<file path="config.mk">
export PLATFORM = sky130hd
export DESIGN_NAME = ileave_flash_backend
export DESIGN_NICKNAME = d
export VERILOG_FILES = /design/src/rtl/ileave_pkg.sv /design/src/rtl/thermo_gray_enc.sv /design/src/rtl/flash_channel.sv /design/src/rtl/interleave_seq.sv /design/src/rtl/ileave_flash_backend.sv
export SDC_FILE = /design/constraint.sdc
export NUM_CORES = 1
export LEC_CHECK = 0
export BUFFER_PORTS_ARGS = -buffer_cell sky130_fd_sc_hd__buf_4
export CORE_ASPECT_RATIO = 0.6
export CORE_MARGIN = 2
export CORE_UTILIZATION = 25
export DETAILED_ROUTE_END_ITERATION = 16
export HOLD_SLACK_MARGIN = 0.05
export PLACE_DENSITY_LB_ADDON = 0.2
export SLEW_MARGIN = 10
export SYNTH_ARGS = -nofsm -noshare
export SYNTH_HDL_FRONTEND = slang
export SYNTH_SLANG_ARGS = --single-unit
export TNS_END_PERCENT = 50
</file>
<file path="constraint.sdc">
create_clock -name clk -period 3.74 [get_ports clk]
set_clock_uncertainty 0.15 [all_clocks]
set_input_delay 0.748 -clock clk [delete_from_list [all_inputs] [get_ports clk]]
set_output_delay 0.748 -clock clk [all_outputs]
set_load 0.02 [all_outputs]
</file>
<file path="src/rtl/ileave_pkg.sv">
package ileave_pkg;
    typedef enum logic [1:0] {
        ST_FIRST = 2'd0,
        ST_ODD   = 2'd1,
        ST_EVEN  = 2'd2
    } seq_state_t;
endpackage

</file>
<file path="src/rtl/thermo_gray_enc.sv">
module thermo_gray_enc #(
    parameter int LEVELS = 7,
    parameter int CODE_W = $clog2(LEVELS + 1)
) (
    input  logic [LEVELS-1:0] therm,
    output logic [CODE_W-1:0] gray
);
    logic [CODE_W-1:0] ones;

    // Counting ones tolerates bubbles; the count then becomes Gray
    always_comb begin
        ones = '0;
        for (int i = 0; i < LEVELS; i++) begin
            ones = ones + CODE_W'(therm[i]);
        end
        gray = ones ^ (ones >> 1);
    end
endmodule

</file>
<file path="src/rtl/flash_channel.sv">
module flash_channel #(
    parameter int LEVELS = 7,
    parameter int CODE_W = $clog2(LEVELS + 1)
) (
    input  logic              clk,
    input  logic              rst_n,
    input  logic              capture,
    input  logic [LEVELS-1:0] therm,
    output logic [CODE_W-1:0] code_q
);
    logic [CODE_W-1:0] code_d;

    thermo_gray_enc #(.LEVELS(LEVELS), .CODE_W(CODE_W)) u_enc (
        .therm (therm),
        .gray  (code_d)
    );

    always_ff @(posedge clk) begin
        if (!rst_n) begin
            code_q <= '0;
        end else if (capture) begin
            code_q <= code_d;
        end
    end

    // outside its own phase the channel result must not move
    a_r4_hold_off_phase: assert property (@(posedge clk) disable iff (!rst_n)
        !capture |=> $stable(code_q));
endmodule

</file>
<file path="src/rtl/interleave_seq.sv">
module interleave_seq
    import ileave_pkg::*;
(
    input  logic clk,
    input  logic rst_n,
    output logic cap_even,
    output logic cap_odd,
    output logic load_out,
    output logic sel_odd
);
    seq_state_t state_q, state_d;

    always_ff @(posedge clk) begin
        if (!rst_n) begin
            state_q <= ST_FIRST;
        end else begin
            state_q <= state_d;
        end
    end

    always_comb begin
        state_d  = state_q;
        cap_even = 1'b0;
        cap_odd  = 1'b0;
        load_out = 1'b0;
        sel_odd  = 1'b0;
        unique case (state_q)
            ST_FIRST: begin
                cap_even = 1'b1;
                state_d  = ST_ODD;
            end
            ST_ODD: begin
                cap_odd  = 1'b1;
                load_out = 1'b1;
                sel_odd  = 1'b0;
                state_d  = ST_EVEN;
            end
            ST_EVEN: begin
                cap_even = 1'b1;
                load_out = 1'b1;
                sel_odd  = 1'b1;
                state_d  = ST_ODD;
            end
            default: begin
                state_d = ST_FIRST;
            end
        endcase
    end

    // even and odd capture strictly alternate
    a_r4_even_then_odd: assert property (@(posedge clk) disable iff (!rst_n)
        cap_even |=> cap_odd);
    a_r4_odd_then_even: assert property (@(posedge clk) disable iff (!rst_n)
        cap_odd |=> cap_even);
endmodule

</file>
<file path="src/rtl/ileave_flash_backend.sv">
module ileave_flash_backend #(
    parameter int LEVELS = 7,
    parameter int CODE_W = $clog2(LEVELS + 1)
) (
    input  logic              clk,
    input  logic              rst_n,
    input  logic [LEVELS-1:0] therm_even,
    input  logic [LEVELS-1:0] therm_odd,
    output logic [CODE_W-1:0] out_code,
    output logic              out_valid,
    output logic              out_chan
);
    logic              cap_even, cap_odd, load_out, sel_odd;
    logic [CODE_W-1:0] even_code, odd_code;

    interleave_seq u_seq (
        .clk      (clk),
        .rst_n    (rst_n),
        .cap_even (cap_even),
        .cap_odd  (cap_odd),
        .load_out (load_out),
        .sel_odd  (sel_odd)
    );

    flash_channel #(.LEVELS(LEVELS), .CODE_W(CODE_W)) u_even (
        .clk     (clk),
        .rst_n   (rst_n),
        .capture (cap_even),
        .therm   (therm_even),
        .code_q  (even_code)
    );

    flash_channel #(.LEVELS(LEVELS), .CODE_W(CODE_W)) u_odd (
        .clk     (clk),
        .rst_n   (rst_n),
        .capture (cap_odd),
        .therm   (therm_odd),
        .code_q  (odd_code)
    );

    always_ff @(posedge clk) begin
        if (!rst_n) begin
            out_code  <= '0;
            out_valid <= 1'b0;
            out_chan  <= 1'b0;
        end else begin
            out_valid <= load_out;
            if (load_out) begin
                out_code <= sel_odd ? odd_code : even_code;
                out_chan <= sel_odd;
            end
        end
    end

    // once valid, the stream never drops
    a_r2_valid_sticks: assert property (@(posedge clk) disable iff (!rst_n)
        out_valid |=> out_valid);
    // consecutive valid samples come from opposite channels
    a_r3_chan_toggles: assert property (@(posedge clk) disable iff (!rst_n)
        (out_valid && $past(out_valid)) |-> (out_chan != $past(out_chan)));
    // an even-tagged sample is the even result held one edge earlier
    a_r5_even_path: assert property (@(posedge clk) disable iff (!rst_n)
        (out_valid && !out_chan) |-> (out_code == $past(even_code)));
    a_r5_odd_path: assert property (@(posedge clk) disable iff (!rst_n)
        (out_valid && out_chan) |-> (out_code == $past(odd_code)));
endmodule

</file>
==> key figures <==
Routing
  – DR pass1 iterations: 2
  – Met3 wire length: 75 µm
  – Starting DRT DRC Count: 14
  – Top routing layer in use: met4
  – Vias post-DR: 532
  – Wl on met1: 677 µm
  – Total Wirelength: 1310 µm
  – Antenna Nets Post-Route: 0
  – Routed len/inst: 9.52 µm
  – Met2 WL: 551 µm
  – DR DRC count: 0
  – Vias/cell: 3.86

Worst setup path
  – Data arrival, critical path: 3.11 ns
  – Crit path max fanout: 2
  – WS Path Type: input pin to register
  – CP endpoint kind: register
  – Worst EP required: 3.72 ns
  – Critical path launch point type: input pin

Run status
  – Status: finished clean

Place
  – Area after DPL: 946 µm²
  – Final GP Congestion: 0.658
  – DP Wirelength: 1060 µm
  – Input/output buffers: 20

Timing
  – Fmax: 0.319 GHz
  – Final setup viols: 0
  – Setup TNS: 0 ns
  – Crit share post-route: 0.837
  – RSZ-0062 raised after global routing: false
  – Slew at the pin closest to its max-slew limit: 0.380 ns
  – Slew HR: 0.747
  – Slew Limit Fails: 0
  – WHS: 0.310 ns
  – Crit path time final: 3.13 ns
  – Fin. Hold Viols: 0

Cells and area
  – Design area: 991 µm²
  – Share of cells above drive strength 1: 0.250
  – P&R area growth vs syn: 30.0%
  – Layout Nets: 124
  – Util after Layout: 0.343
  – ANT cells: 0

Global route
  – Largest net degree at the start of global routing: 14
  – Initial antenna violation count: 0
  – First-pass GRT wire length: 2170 µm
  – Vias in the first global route: 508
  – Gr usage total: 0.0900
  – GR Overflow Total: 0

Clock tree
  – Root Buffer: clkbuf_8
  – TritonCTS Buffers: 3
  – Hold Buf Count CTS: 0
  – Clk buf depth: 2
  – Clock Latency Late Sink: 0.24 ns
  – Clk slew on worst S/H paths: 0.05 ns
  – CTS tree: yes
  – # resized after CTS: 0
  – Htree depth: 1
  – Post-CTS Setup Bufs: 0
  – Sink Count: 13

Synthesis
  – Number of synthesized register bits: 13
  – Yosys top cell by area: dfxtp_1
  – Top cells by area, synth: dfxtp_1, fa_1, inv_1, mux2i_1, ha_1
  – Synth unique cells: 20
  – Synth warn: 0
  – Post-synth EDFFs: 0
  – Post-synth ARST share: 0
  – Syn avg cell area: 10.2 µm²
  – Register area share after synthesis: 0.342
  – Synth top area share: 0.342
  – Cells after Synth: 75
  – Synth Flop Type: dfxtp_1
  – Syn Nets: 102
  – Cell Area, Synth: 762 µm²

Floorplanning
  – Number of core rows: 15
  – Die Area: 0.00352 mm²
  – Starting density of the core: 0.264
  – Die height: 46.8 µm
  – I/O Pins: 21
  – Die Wd: 75.3 µm
  – Core box area: 0.00289 mm²

Power and ir drop
  – Leakage: 0.453 nW
  – IR drop worst, VDD: 0.000173 V
  – Power density over the cells: 453 mW/mm²

Hold path
  – Worst hold path class: register to register

Flow run
  – Max-cap violation count: 0
-- per-stage QoR --
| step | std cells | power (W) | worst slack [ns] |
|---|---|---|---|
| 3_3_place_gp | 134 | 0.000331 | 0.405 |
| 4_1_cts | 138 | 0.000457 | 0.603 |
| 2_1_floorplan | 75 | 0.000287 | 0.550 |
| 5_1_grt | 138 | 0.000483 | 0.554 |
| 6_report | 138 | 0.000449 | 0.609 |
| 3_5_place_dp | 134 | 0.000332 | 0.345 |
-- flip-flops by register name (all words and copies together), names as in the netlist --
name	flops
out_chan	1
out_code	3
out_valid	1
u_even.code_q	3
u_odd.code_q	3
u_seq.state_q	2
-- cells in the mapped netlist (all sizes together) (2+ instances only) --
library cell	n
a21oi	5
mux2i	5
xnor2	4
and2	2
fa	8
nor2b	3
clkbuf	2
ha	3
inv	16
o21ai	5
dfxtp	13
-- per-layer routing --
metal / GRT usage / vias to the layer above
met5: 0 / -
met2: 0.114 / 8
met1: 0.125 / 245
li1: - / 277
met4: 0.0421 / 0
met3: 0.0472 / 2
-- kinds of logic after synthesis --
family / count (synthesis) / share of synthesized area
buffers and inverters: 19 / 0.103
AO/OA/AOI/OAI: 15 / 0.118
flip-flops: 13 / 0.342
adder cells (fa/ha/maj): 11 / 0.259
AND/OR/NAND/NOR: 8 / 0.0657
multiplexers: 5 / 0.0657
XOR/XNOR: 4 / 0.0460
-- critical path: stages --
cell and delay (ns):
buf_4 0.12, fa_1 0.52, inv_1 0.05, fa_1 0.45, fa_1 0.37, inv_1 0.08, fa_1 0.45, xnor2_1 0.15
a22o_1 0.17
-- final cells by class --
type | instances | area [µm²]
Fill cell | 304 | 1900
Multi-Input combinational cell | 43 | 423
Sequential cell | 13 | 260
Timing Repair Buffer | 20 | 150
Inverter | 16 | 60.1
Tap cell | 42 | 52.6
Clock buffer | 4 | 45.0
-- power by group --
| part | leakage [nW] | internal (W) | switching [W] |
|---|---|---|---|
| logic | 0.323 | 0.0000808 | 0.0000745 |
| registers | 0.107 | 0.000162 | 0.0000103 |
| clock network | 0.0228 | 0.0000751 | 0.0000470 |
| total | 0.453 | 0.000317 | 0.000132 |
-- cell usage in the layout, fill, tap and decap left out, types with 2 or more instances in the layout --
cell / count
nor2b_1: 3
inv_1: 16
xnor2_1: 4
ha_1: 3
dfxtp_1: 13
buf_4: 20
fa_1: 8
mux2i_1: 5
o21ai_0: 5
clkbuf_8: 3
and2_1: 2
a21oi_1: 5
-- path summary, 6_finish.rpt --
check                                 startpoint               end  slack, ns  depth (start not counted)
worst min-delay path            u_even.code_q[0]  u_even.code_q[0]       0.31                          2
worst max-delay path                therm_odd[0]   u_odd.code_q[0]       0.61                          9
worst min register to register  u_even.code_q[0]  u_even.code_q[0]       0.31                          2
worst max register to register  u_seq.state_q[0]  u_even.code_q[2]       2.26                          4
Power figures use the tool's default switching activity.
